$ cat src/rtl/fu_disp_pkg.sv
// Package: shared class codes and the latency rule for the functional unit dispatcher.
// Assumes a 4-bit latency field; no class takes longer than 15 cycles.
package fu_disp_pkg;

    localparam int unsigned NUM_CLASSES = 6;
    localparam int unsigned CLS_W       = 3;
    localparam int unsigned LAT_W       = 4;

    localparam logic [CLS_W-1:0] CLS_BRANCH = 3'd0;
    localparam logic [CLS_W-1:0] CLS_INT    = 3'd1;
    localparam logic [CLS_W-1:0] CLS_FLT    = 3'd2;
    localparam logic [CLS_W-1:0] CLS_MEM    = 3'd3;
    localparam logic [CLS_W-1:0] CLS_MUL    = 3'd4;
    localparam logic [CLS_W-1:0] CLS_DIV    = 3'd5;

    localparam logic [LAT_W-1:0] CYC_INT      = 4'd1;
    localparam logic [LAT_W-1:0] CYC_FLT      = 4'd3;
    localparam logic [LAT_W-1:0] CYC_MUL      = 4'd3;
    localparam logic [LAT_W-1:0] CYC_DIV      = 4'd14;
    localparam logic [LAT_W-1:0] CYC_BR       = 4'd1;
    localparam logic [LAT_W-1:0] CYC_BR_TABLE = 4'd5;
    localparam logic [LAT_W-1:0] CYC_BR_LKMIN = 4'd3;
    localparam logic [LAT_W-1:0] CYC_MEM_HIT  = 4'd1;
    localparam logic [LAT_W-1:0] CYC_MEM_MISS = 4'd4;

    // Busy time of one operation, from its class, qualifier and lookup length.
    function automatic logic [LAT_W-1:0] lat_of(input logic [CLS_W-1:0] cls,
                                                 input logic [1:0]       op,
                                                 input logic [LAT_W-1:0] len);
        logic [LAT_W-1:0] r;
        case (cls)
            CLS_BRANCH: begin
                if (op == 2'd1)      r = CYC_BR_TABLE;
                else if (op == 2'd2) r = (len < CYC_BR_LKMIN) ? CYC_BR_LKMIN : len;
                else                 r = CYC_BR;
            end
            CLS_INT: r = CYC_INT;
            CLS_FLT: r = CYC_FLT;
            CLS_MEM: r = op[0] ? CYC_MEM_MISS : CYC_MEM_HIT;
            CLS_MUL: r = CYC_MUL;
            CLS_DIV: r = CYC_DIV;
            default: r = CYC_INT;
        endcase
        return r;
    endfunction

endpackage

$ cat src/rtl/fu_timer.sv
// Module: one non-pipelined execution unit, modelled as a countdown.
// Loading starts a countdown of lat_in cycles (lat_in >= 1). The unit reports
// itself free in its last busy cycle, so a new load can coincide with completion.
module fu_timer #(
    parameter int unsigned LAT_W  = 4,
    parameter int unsigned SLOT_W = 2,
    parameter int unsigned TAG_W  = 8
) (
    input  logic              clk,
    input  logic              rst_n,
    input  logic              load,
    input  logic [LAT_W-1:0]  lat_in,
    input  logic [SLOT_W-1:0] slot_in,
    input  logic [TAG_W-1:0]  tag_in,
    output logic              free,
    output logic              done,
    output logic [SLOT_W-1:0] done_slot,
    output logic [TAG_W-1:0]  done_tag
);
    logic [LAT_W-1:0]  cnt_q;
    logic [SLOT_W-1:0] slot_q;
    logic [TAG_W-1:0]  tag_q;

    // Countdown and capture of the owner of the current operation.
    always_ff @(posedge clk) begin
        if (!rst_n) begin
            cnt_q  <= '0;
            slot_q <= '0;
            tag_q  <= '0;
        end else if (load) begin
            cnt_q  <= lat_in;
            slot_q <= slot_in;
            tag_q  <= tag_in;
        end else if (cnt_q != '0) begin
            cnt_q  <= cnt_q - 1'b1;
        end
    end

    assign done      = (cnt_q == LAT_W'(1));
    assign free      = (cnt_q <= LAT_W'(1));
    assign done_slot = slot_q;
    assign done_tag  = tag_q;

endmodule

$ cat src/rtl/fu_class_arb.sv
// Module: round-robin arbiter for one unit class.
// Scans the slots starting at the rotating pointer and hands each requesting
// slot the lowest-numbered free unit that has not been taken yet. The pointer
// moves just past the last slot granted. Assumes N_UNITS >= 1.
module fu_class_arb #(
    parameter int unsigned N_SLOTS = 4,
    parameter int unsigned N_UNITS = 2,
    parameter int unsigned SLOT_W  = 2
) (
    input  logic                      clk,
    input  logic                      rst_n,
    input  logic [N_SLOTS-1:0]        req,
    input  logic [N_UNITS-1:0]        unit_free,
    output logic [N_SLOTS-1:0]        grant,
    output logic [N_UNITS-1:0]        unit_load,
    output logic [N_UNITS*SLOT_W-1:0] unit_src
);
    logic [SLOT_W-1:0] ptr_q;
    logic [SLOT_W-1:0] last_s;
    logic              any_g;

    // Walk the slots in rotated order and match them to the free units.
    always_comb begin
        grant     = '0;
        unit_load = '0;
        unit_src  = '0;
        last_s    = ptr_q;
        any_g     = 1'b0;
        for (int i = 0; i < int'(N_SLOTS); i++) begin
            int   s;
            logic hit;
            s   = int'(ptr_q) + i;
            if (s >= int'(N_SLOTS)) s = s - int'(N_SLOTS);
            hit = 1'b0;
            if (req[s]) begin
                for (int u = 0; u < int'(N_UNITS); u++) begin
                    if (!hit && unit_free[u] && !unit_load[u]) begin
                        unit_load[u]                 = 1'b1;
                        unit_src[u*SLOT_W +: SLOT_W] = SLOT_W'(s);
                        hit                          = 1'b1;
                    end
                end
            end
            if (hit) begin
                grant[s] = 1'b1;
                last_s   = SLOT_W'(s);
                any_g    = 1'b1;
            end
        end
    end

    // Advance the pointer past the last slot served.
    always_ff @(posedge clk) begin
        if (!rst_n)     ptr_q <= '0;
        else if (any_g) ptr_q <= (int'(last_s) == int'(N_SLOTS) - 1) ? '0 : last_s + 1'b1;
    end

endmodule

$ cat src/rtl/fu_dispatch.sv
// Module: shared functional unit dispatcher (top).
// Instantiates one arbiter per class and one countdown per unit. Units are
// numbered class by class in class-code order. Assumes every class count >= 1
// and that refused requests are held stable by the slots.
module fu_dispatch
    import fu_disp_pkg::*;
#(
    parameter int unsigned N_SLOTS  = 4,
    parameter int unsigned TAG_W    = 8,
    parameter int unsigned N_BRANCH = 2,
    parameter int unsigned N_INT    = 2,
    parameter int unsigned N_FLT    = 1,
    parameter int unsigned N_MEM    = 4,
    parameter int unsigned N_MUL    = 1,
    parameter int unsigned N_DIV    = 1,
    localparam int unsigned SLOT_W  = (N_SLOTS > 1) ? $clog2(N_SLOTS) : 1,
    localparam int unsigned N_UNITS = N_BRANCH + N_INT + N_FLT + N_MEM + N_MUL + N_DIV
) (
    input  logic                        clk,
    input  logic                        rst_n,
    input  logic [N_SLOTS-1:0]          slot_req_valid,
    input  logic [N_SLOTS*3-1:0]        slot_req_class,
    input  logic [N_SLOTS*2-1:0]        slot_req_op,
    input  logic [N_SLOTS*4-1:0]        slot_req_len,
    input  logic [N_SLOTS*TAG_W-1:0]    slot_req_tag,
    output logic [N_SLOTS-1:0]          slot_grant,
    output logic [N_UNITS-1:0]          done_valid,
    output logic [N_UNITS*SLOT_W-1:0]   done_slot,
    output logic [N_UNITS*TAG_W-1:0]    done_tag
);
    // Unit count of one class.
    function automatic int unsigned units_of(input int unsigned c);
        case (c)
            0:       return N_BRANCH;
            1:       return N_INT;
            2:       return N_FLT;
            3:       return N_MEM;
            4:       return N_MUL;
            default: return N_DIV;
        endcase
    endfunction

    // Index of the first unit of one class.
    function automatic int unsigned off_of(input int unsigned c);
        int unsigned o;
        o = 0;
        for (int unsigned k = 0; k < c; k++) o += units_of(k);
        return o;
    endfunction

    logic [N_UNITS-1:0] unit_ld;
    logic [N_SLOTS-1:0] gnt_cls [NUM_CLASSES];

    for (genvar c = 0; c < int'(NUM_CLASSES); c++) begin : g_cls
        localparam int unsigned NU  = units_of(c);
        localparam int unsigned OFF = off_of(c);

        logic [N_SLOTS-1:0]   req_c;
        logic [NU-1:0]        free_c;
        logic [NU-1:0]        load_c;
        logic [NU*SLOT_W-1:0] src_c;

        // Pick out the slots that ask for this class.
        always_comb begin
            for (int s = 0; s < int'(N_SLOTS); s++)
                req_c[s] = slot_req_valid[s] && (slot_req_class[s*3 +: 3] == CLS_W'(c));
        end

        fu_class_arb #(.N_SLOTS(N_SLOTS), .N_UNITS(NU), .SLOT_W(SLOT_W)) u_arb (
            .clk      (clk),
            .rst_n    (rst_n),
            .req      (req_c),
            .unit_free(free_c),
            .grant    (gnt_cls[c]),
            .unit_load(load_c),
            .unit_src (src_c)
        );

        for (genvar u = 0; u < int'(NU); u++) begin : g_unit
            logic [SLOT_W-1:0] src;
            logic [LAT_W-1:0]  lat;
            logic [TAG_W-1:0]  tag;

            assign src = src_c[u*SLOT_W +: SLOT_W];
            assign lat = lat_of(CLS_W'(c), slot_req_op[int'(src)*2 +: 2],
                                slot_req_len[int'(src)*4 +: 4]);
            assign tag = slot_req_tag[int'(src)*TAG_W +: TAG_W];
            assign unit_ld[OFF+u] = load_c[u];

            fu_timer #(.LAT_W(LAT_W), .SLOT_W(SLOT_W), .TAG_W(TAG_W)) u_tmr (
                .clk      (clk),
                .rst_n    (rst_n),
                .load     (load_c[u]),
                .lat_in   (lat),
                .slot_in  (src),
                .tag_in   (tag),
                .free     (free_c[u]),
                .done     (done_valid[OFF+u]),
                .done_slot(done_slot[(OFF+u)*SLOT_W +: SLOT_W]),
                .done_tag (done_tag[(OFF+u)*TAG_W +: TAG_W])
            );
        end
    end

    // Each slot sits in at most one class, so the class grants simply merge.
    always_comb begin
        slot_grant = '0;
        for (int c = 0; c < int'(NUM_CLASSES); c++) slot_grant |= gnt_cls[c];
    end

endmodule

$ cat config.mk
export PLATFORM = sky130hd
export DESIGN_NAME = fu_dispatch
export DESIGN_NICKNAME = d
export VERILOG_FILES = /design/src/rtl/fu_disp_pkg.sv /design/src/rtl/fu_timer.sv /design/src/rtl/fu_class_arb.sv /design/src/rtl/fu_dispatch.sv
export SDC_FILE = /design/constraint.sdc
export NUM_CORES = 1
export LEC_CHECK = 0
export BUFFER_PORTS_ARGS = -buffer_cell sky130_fd_sc_hd__clkbuf_2
export CAP_MARGIN = 30
export CORE_MARGIN = 10
export CORE_UTILIZATION = 65
export CTS_BUF_LIST = sky130_fd_sc_hd__clkbuf_4 sky130_fd_sc_hd__clkbuf_8
export DETAILED_ROUTE_END_ITERATION = 12
export PLACE_DENSITY_LB_ADDON = 0.25
export SKIP_CTS_REPAIR_TIMING = 1
export SYNTH_ARGS = -nofsm -noshare
export SYNTH_HDL_FRONTEND = slang
export SYNTH_SLANG_ARGS = --single-unit
$ cat constraint.sdc
create_clock -name clk -period 13.1 [get_ports clk]
set_input_delay 2.62 -clock clk [delete_from_list [all_inputs] [get_ports clk]]
set_output_delay 2.62 -clock clk [all_outputs]
set_load 0.02 [all_outputs]
; ---- After elaboration in Yosys (flattened, before gate mapping)
; Cells that the tools add are included.
; Widths: inputs -> output; s select.
[totals]
ff_bits = 166
input_bits = 74
wordCells = 926
[op_classes]
addsub = 59
n_lt_le_gt_ge = 85
eq_ne = 41
shifts = 19
muxes = 469
bitwise = 24
n_reduce_logical = 185
[ops]
columns = op, n
row1 = $ge 32x1->1 const B, 24
row2 = $lt 32x4->1 const B, 24
row3 = $mux 32, 24
row4 = $ge 32x4->1 const B, 18
row5 = $sub 32x4->32 const B, 18
row6 = $shiftx 32x6->8, 11
row7 = $mux 1, 235
row8 = $mux 4, 56
row9 = $mux 2, 98
row10 = $logic_and 1x1->1, 101
row11 = $or 4x4->4, 23
row12 = $logic_not 1->1, 53
row13 = $bmux 1 s2, 24
row14 = $demux 1 s2, 24
row15 = $eq 4x1->1 const B, 11
row16 = $le 4x1->1 const B, 11
row17 = $reduce_bool 4->1, 11
row18 = $sub 4x1->4 const B, 11
row19 = $add 2x2->3 const B, 12
row20 = $mux 8, 4
row21 = $shiftx 16x5->4, 2
row22 = $shiftx 8x4->1, 4
row23 = $eq 3x2->1 const B, 8
row24 = $eq 3x3->1 const B, 8
row25 = other kinds (14), 67

; ---- Longest topological paths before layout
; Gate-level depths: netlist of the first run.
[depth]
ltp_word = 79
mapped_depth = 17
depth_no_buf = 12

; ---- Cells and area by module
; A second synthesis of the first run with hierarchy kept.
[hier_totals]
cells_unflattened = 1669
hier_area_um2 = 15747.6
[by_module_without_submodules]
columns = module, instances, cells_per_inst, area_each_um2
row1 = fu_timer, 11, 59, 644.4
row2 = fu_dispatch, 1, 230, 3065.4
row3 = fu_class_arb (g_cls[3].u_arb), 1, 258, 1617.8
row4 = fu_class_arb (g_cls[2].u_arb ...), 2, 85, 623.1
row5 = fu_class_arb (g_cls[1].u_arb), 1, 147, 1101.1
row6 = fu_class_arb (g_cls[0].u_arb), 1, 124, 920.9
row7 = fu_class_arb (g_cls[5].u_arb), 1, 91, 708.2

; ---- Worst setup path before layout of the first run
; OpenSTA, ideal clock, no wires.
[synth_timing]
path_type = input-to-output
from = input port slot_req_class[7]
to = output port slot_grant[0]
arrival_ps = 5353
slack_ps = 5127
stages = 11
path_cell_list = buf_2 nor4b_1 a2bb2oi_1 and2_1 buf_2 maj3_1 a22o_1 and2_1 a221o_1 a2111oi_0 nand3_1
[synth_via]
elab_chain_cells = 37
word_cells_on_any_way = 336
[synth_lines]
columns = element, line
row1 = "start, declared", fu_dispatch.sv:22  ; input logic [N_SLOTS*3-1:0] slot_req_class,
row2 = $eq 3x2->1, fu_dispatch.sv:66  ; req_c[s] = slot_req_valid[s] && (slot_req_class[s*3 +: 3] == CLS_W'(c));
row3 = $logic_and 1x1->1, fu_dispatch.sv:66
row4 = $bmux 1 s2, fu_class_arb.sv:35  ; if (req[s]) begin
row5 = $mux 1 (implied by the code) (2 in a row), fu_class_arb.sv:35
row6 = $mux 4, fu_class_arb.sv:35
row7 = $logic_not 1->1, fu_class_arb.sv:37  ; if (!hit && unit_free[u] && !unit_load[u]) begin
row8 = $logic_and 1x1->1, fu_class_arb.sv:37
row9 = $mux 1, fu_class_arb.sv:37
row10 = (+19 left out), --
row11 = $logic_not 1->1 / $mux 4 (equally long branches), "fu_class_arb.sv:37, fu_class_arb.sv:35"
row12 = $logic_and 1x1->1 / $logic_not 1->1 (equally long branches), fu_class_arb.sv:37
row13 = $logic_and 1x1->1, fu_class_arb.sv:37
row14 = $mux 1, fu_class_arb.sv:37
row15 = $mux 1, fu_class_arb.sv:35
row16 = $mux 4, fu_class_arb.sv:44  ; if (hit) begin
row17 = $or 4x4->4 (2 in a row), fu_dispatch.sv:108  ; for (int c = 0; c < int'(NUM_CLASSES); c++) slot_grant |= gnt_cls[c];
row18 = $or 4x4->4 *, fu_dispatch.sv:108
row19 = "end, declared", fu_dispatch.sv:26  ; output logic [N_SLOTS-1:0] slot_grant,
; Every way passes the cells marked *; elsewhere a longest branch is shown, timed or not. The select of a mux whose other input is x is not followed.

; ---- Final worst setup path of the first run
; Ends and elaborated chain as after synthesis.

==> flow_metrics.tcl, run 1 <==
set metrics [dict create \
    ant_nets 0 \
    irDropWorstVdd_mv 0.0903 \
    cts_tree "done" \
    dr.pass1.iters 7 \
    hold_path_class "reg2reg" \
    finalClockSkew_ns 0.0282 \
    critPathCapture "slot_grant[0]" \
    syn-num-nets 1955 \
    setup_violations 0 \
    final_nets 2031 \
    post-route-cell-area_um2 15900 \
    cap_violations 0 \
    synth_common_cells "mux2i_1 (205), nand2_1 (191), dfxtp_1 (166)" \
    wl_met3_um 4970 \
    synth_top_cell_by_area "dfxtp_1" \
    crit_fanout 16 \
    hpwlAfterDp_um 35700 \
    criticalPathCategory "in2out" \
    cts_sinks 166 \
    rr_endpoint "g_cls[3].u_arb.ptr_q[1]$_SDFFE_PN0P_" \
    critPathLaunch "slot_req_class[7]" \
    stdcell_count 2197 \
    die_w_um 170 \
    crit_required_ns 10.48 \
    layout-drive-gt1-share 0.184 \
    timing.final.crit_share 0.663 \
    cts_made_buffers 17 \
    netlist_area_um2 14700 \
    rows 54 \
    die_area_um2 29000 \
    start_util 0.667 \
    power_density_nw_per_um2 190 \
    rsz0062_at_grt "no" \
    grt_pass1_vias 14400 \
    grt_pass1_wl_um 76500 \
    synthToLayoutAreaGrowth_pct 8.56 \
    antenna_found_initial 1 \
    diodes 0 \
    synth_top_area_share 0.226 \
    cts.clk_slew.worst_paths_ns 0.09 \
    synth_cells 1828 \
    drt-total-wl_um 48800 \
    synth.most_common_cell "mux2i_1" \
    setup_slack_ns 4.42 \
    ys_seq_area_frac 0.226 \
    status "finished clean" \
    place_congestion 0.998 \
    finalCoreUtilization 0.724 \
    cts_root_buf "clkbuf_8" \
    synth-edff-count 0 \
    io_buffers 198 \
    yosysWarnings 0 \
    max_freq_mhz 115 \
    ys_types 88 \
    postPlaceCellArea_um2 15500 \
    p_leak_nw 6.65 \
    avgSynthCellArea_um2 8.03 \
    core_area_um2 22000 \
    slew_headroom 0.250 \
    drt-wirelength-per-cell_um 22.2 \
    fp.dieH_um 170 \
    post-place-cells 2165 \
    clock_path_buffers 2 \
    ios 199 \
    hold_viol_final 0 \
    worstSetupEndpointType "output pin" \
    synth-main-ff-cell "dfxtp_1" \
    start_kind "input port" \
    place_ws_ns 4.55 \
    slew_viol_final 0 \
    reg2reg_slack_ns 8.16 \
    grt.total_usage 0.320 \
    r2r_start "g_cls[3].u_arb.ptr_q[1]$_SDFFE_PN0P_" \
    dr_total_vias 15400 \
    yosys-top-cells-area "dfxtp_1 (23%), mux2i_1 (14%), nand2_1 (4.9%)" \
    async_reset_ff_frac 0 \
    clk_latency_ns 0.48 \
    drc 0 \
    arrival_ns 6.06 \
    tightest_slew_ns 1.12 \
    fin_crit_ns 8.68 \
    h-tree-depth 4 \
    hold_ws_ns 0.456 \
    wl_met2_um 22500 \
    fin_setup_tns_ns 0 \
    wl_met1_um 19800 \
    grt_max_degree 70 \
    synth_seq_cells 166 \
    power.total_mw 3.03 \
    top_layer "met5" \
    drtIter0Drc 2038 \
    grt_overflow 0 \
    vias_per_cell 7.03 \
    worst_r2r_path_depth 12 \
]
worst min path at each step:
stage / end / from / slack (ns) / cells past startpoint
6_report: g_cls[0].g_unit[0].u_tmr.done_slot[1]$_SDFFE_PN0P_ / g_cls[0].g_unit[0].u_tmr.done_slot[1]$_SDFFE_PN0P_ / 0.46 / 2
5_1_grt: g_cls[0].g_unit[0].u_tmr.done_slot[1]$_SDFFE_PN0P_ / g_cls[0].g_unit[0].u_tmr.done_slot[1]$_SDFFE_PN0P_ / 0.48 / 2
4_1_cts: g_cls[0].g_unit[0].u_tmr.done_slot[1]$_SDFFE_PN0P_ / g_cls[0].g_unit[0].u_tmr.done_slot[1]$_SDFFE_PN0P_ / 0.46 / 2
3_5_place_dp: g_cls[0].g_unit[0].u_tmr.done_slot[1]$_SDFFE_PN0P_ / g_cls[0].g_unit[0].u_tmr.done_slot[1]$_SDFFE_PN0P_ / 0.45 / 2
3_3_place_gp: g_cls[0].g_unit[0].u_tmr.done_slot[1]$_SDFFE_PN0P_ / g_cls[0].g_unit[0].u_tmr.done_slot[1]$_SDFFE_PN0P_ / 0.44 / 2
2_1_floorplan: g_cls[2].g_unit[0].u_tmr.cnt_q[2]$_SDFFE_PP0P_ / g_cls[2].g_unit[0].u_tmr.cnt_q[2]$_SDFFE_PP0P_ / 0.47 / 2
power breakdown:
| group | leakage, nW | internal [mW] | switching (mW) |
|---|---|---|---|
| sequential | 1.35 | 0.627 | 0.123 |
| combinational | 5.08 | 0.691 | 1.18 |
| clock | 0.217 | 0.166 | 0.245 |
layout by cell type (no fill, tap or decap), types with 15 or more instances in the layout:
cell      synthesis  routed
a211oi_1         20      20
a21oi_1         124     124
a22oi_1          30      29
a31oi_1          35      35
and2_1           24      24
buf_4            18      23
clkbuf_2          3     198
clkbuf_8          0      17
dfxtp_1         166     166
ha_1             53      53
inv_1            41      41
mux2_2           44      44
mux2i_1         205     205
mux4_2           18      18
nand2_1         191     191
nand3_1          56      56
nand4_1          15      15
nor2_1          131     130
nor2b_1          16      16
nor3_1           44      43
o211ai_1         17      17
o21ai_0          81      81
o221ai_1         64      64
xnor2_1          25      25
final cells by class:
cell class                 count  area, um^2
timing repair buffer         223        1190
fill                        1772        6080
clock inverter                15         203
multi-input combinational   1451       10500
inverter                      45         169
clock buffer                  17         234
sequential                   166        3320
tap                          280         350
sequential cells by signal, indices dropped and copies added (netlist names):
name and count:
g_cls.g_unit.u_tmr.cnt_q 44, g_cls.g_unit.u_tmr.done_slot 22, g_cls.g_unit.u_tmr.done_tag 88, g_cls.u_arb.ptr_q 12
critical path, stage by stage:
cell and delay, ns:
clkbuf_2 0.15, nor4b_1 0.73, a2bb2oi_1 0.22, nand2_1 0.46
nor2_1 0.18, a22o_1 0.30, and2_1 0.25, a221o_1 0.36
a2111oi_0 0.40, nand3_1 0.17, clkbuf_2 0.20
kinds of logic after synthesis:
group	synth area share
fa+ha+maj	0.0486
buf+inv	0.0640
xor+xnor	0.0161
mux	0.203
simple gates	0.200
flops	0.226
compound gates	0.242
metal layers:
metal / vias up / track usage
met1: 7279 / 0.412
met3: 142 / 0.0648
met5: - / 0
li1: 7059 / -
met4: 2 / 0.114
met2: 962 / 0.519
Note: power is estimated with default switching activity, not from simulation.
==> inputs of run 2 (changes only) <==
CORE_UTILIZATION = 61   (was 65)
clock period = 9.09 ns   (was 13.1 ns; I/O delays follow)
==> run 2 against run 1 <==
Power rose by 43%. Critical path depth did not move. Sequential share of layout area barely moved. Non-clock buffer count rose by 2. Sequential power rose by 44%. Clock-buffer cell count rose by 1. Setup slack got worse by 2.4 ns. Combinational power rose by 44%. Final area rose by 0.19%. Largest cell class unchanged. Highest routed layer is now met4.
==> flow_metrics.tcl, run 2 (synthesis results as in run 1) <==
set metrics [dict create \
    setup_violations 0 \
    timing.final.crit_share 0.782 \
    fp.dieH_um 175 \
    switching_share 0.513 \
    drtIter0Drc 1995 \
    rsz0062_at_grt "no" \
    largest_register_ffs 88 \
    power.internal_mw 2.11 \
    crit_top_cell "clkbuf_2" \
    cap_violations 0 \
    place_congestion 0.984 \
    clock_path_buffers 2 \
    cts_root_buf "clkbuf_8" \
    worstSetupEndpointType "output pin" \
    grt.total_usage 0.323 \
    final_nets 2033 \
    slew_headroom 0.298 \
    clk_latency_ns 0.47 \
    irDropWorstVdd_mv 0.128 \
    crit_required_ns 7.27 \
    hpwlAfterDp_um 37400 \
    tightest_slew_ns 1.05 \
    cpPeakStageDelay_ns 0.88 \
    grt_max_degree 65 \
    io_buffers 198 \
    cts_tree "done" \
    h-tree-depth 4 \
    arrival_ns 5.29 \
    drt-total-wl_um 52400 \
    power.switching_mw 2.23 \
    slew_viol_final 0 \
    crit_fanout 16 \
    status "finished clean" \
    hold_viol_final 0 \
    final_common_cell "mux2i_1" \
    dr.pass1.iters 8 \
    fin_crit_ns 7.11 \
    start_kind "input port" \
    cts_sinks 166 \
    slowest_stage "nor4b_1" \
    grt_pass1_wl_um 81000 \
    layout_common_cells "mux2i_1 (205), clkbuf_2 (198), nand2_1 (191), dfxtp_1 (166), nor2_1 (130)" \
    p_leak_nw 6.65 \
    cts.clk_slew.worst_paths_ns 0.11 \
    max_freq_mhz 141 \
    layout-drive-gt1-share 0.184 \
    core_area_um2 23600 \
    vias_per_cell 6.99 \
    fin_setup_tns_ns 0 \
    drt-wirelength-per-cell_um 23.4 \
    rows 56 \
    p_seq_frac 0.249 \
    cp_cell_sequence "clkbuf_2 > nor4b_1 > a2bb2oi_1 > nand2_1 > nor2_1 > a22o_1 > and2_1 > a221o_1 > a2111oi_0 > nand3_1 > clkbuf_2" \
    criticalPathCategory "in2out" \
    antenna_found_initial 0 \
    clkPwrFrac 0.129 \
    finalClockSkew_ns 0.0286 \
    stdcell_count 2238 \
    drc 0 \
    cts_made_buffers 17 \
    grt_overflow 0 \
    combPwrFrac 0.621 \
    start_util 0.622 \
    power_density_nw_per_um2 272 \
    hold_path_class "reg2reg" \
    diodes 0 \
    dr_total_vias 15700 \
    grt_pass1_vias 14600 \
    synthToLayoutAreaGrowth_pct 8.77 \
    post-place-cells 2206 \
    die_area_um2 30700 \
    ant_nets 0 \
    die_w_um 175 \
    ios 199 \
]
==> run 2: power groups by stage <==
| stage | Sequential, mW | Combinational (mW) | Clock, mW |
|---|---|---|---|
| 3_5_place_dp | 1.09 | 2.63 | 0 |
| 6_report | 1.08 | 2.70 | 0.562 |
| 3_3_place_gp | 1.09 | 2.56 | 0 |
| 2_1_floorplan | 1.13 | 1.94 | 0 |
| 4_1_cts | 1.07 | 2.64 | 0.566 |
| 5_1_grt | 1.10 | 2.94 | 0.592 |
==> run 2: metal layers <==
layer | GRT usage | vias to the layer above | routed length [um]
met5 | 0 | - | 0
met4 | 0.167 | 0 | 2900
met3 | 0.0778 | 238 | 5700
met2 | 0.499 | 1059 | 23100
met1 | 0.411 | 7304 | 20700
li1 | - | 7051 | -
==> run 2: area by class of cell <==
class	instances	area, um^2
inverter	45	169
timing repair buffer	225	1210
sequential	166	3320
clock buffer	18	248
multi-input combinational	1451	10500
fill	2032	7640
tap	319	399
clock inverter	14	158
==> run 2: per-stage QoR <==
stage          utilization  setup WS (ns)  cell area (um^2)  total power, mW  hold WS [ns]
5_1_grt              0.676           1.72             16000             4.63         0.489
3_5_place_dp         0.659           2.14             15600             3.72         0.446
6_report             0.676           1.98             16000             4.34         0.468
3_3_place_gp         0.657           2.21             15500             3.65         0.443
2_1_floorplan            -           2.72             14700             3.07         0.465
4_1_cts              0.676           2.12             16000             4.28         0.468
==> run 2: worst paths after layout <==
kind	startpoint	to	slack, ns	cells past startpoint
worst max-delay path	slot_req_class[7]	slot_grant[0]	1.98	11
worst min register to register	g_cls[1].g_unit[0].u_tmr.done_slot[0]$_SDFFE_PN0P_	g_cls[1].g_unit[0].u_tmr.done_slot[0]$_SDFFE_PN0P_	0.47	2
worst min-delay path	g_cls[1].g_unit[0].u_tmr.done_slot[0]$_SDFFE_PN0P_	g_cls[1].g_unit[0].u_tmr.done_slot[0]$_SDFFE_PN0P_	0.47	2
worst max register to register	g_cls[3].u_arb.ptr_q[1]$_SDFFE_PN0P_	g_cls[3].g_unit[3].u_tmr.done_tag[5]$_SDFFE_PN0N_	4.19	11
==> run 2: worst max-delay path, delay by kind of cell <==
kind | cells | cell delay [ns]
AO/OA/AOI/OAI | 4 | 1.20
buffers and inverters | 2 | 0.34
AND/OR/NAND/NOR | 5 | 1.91
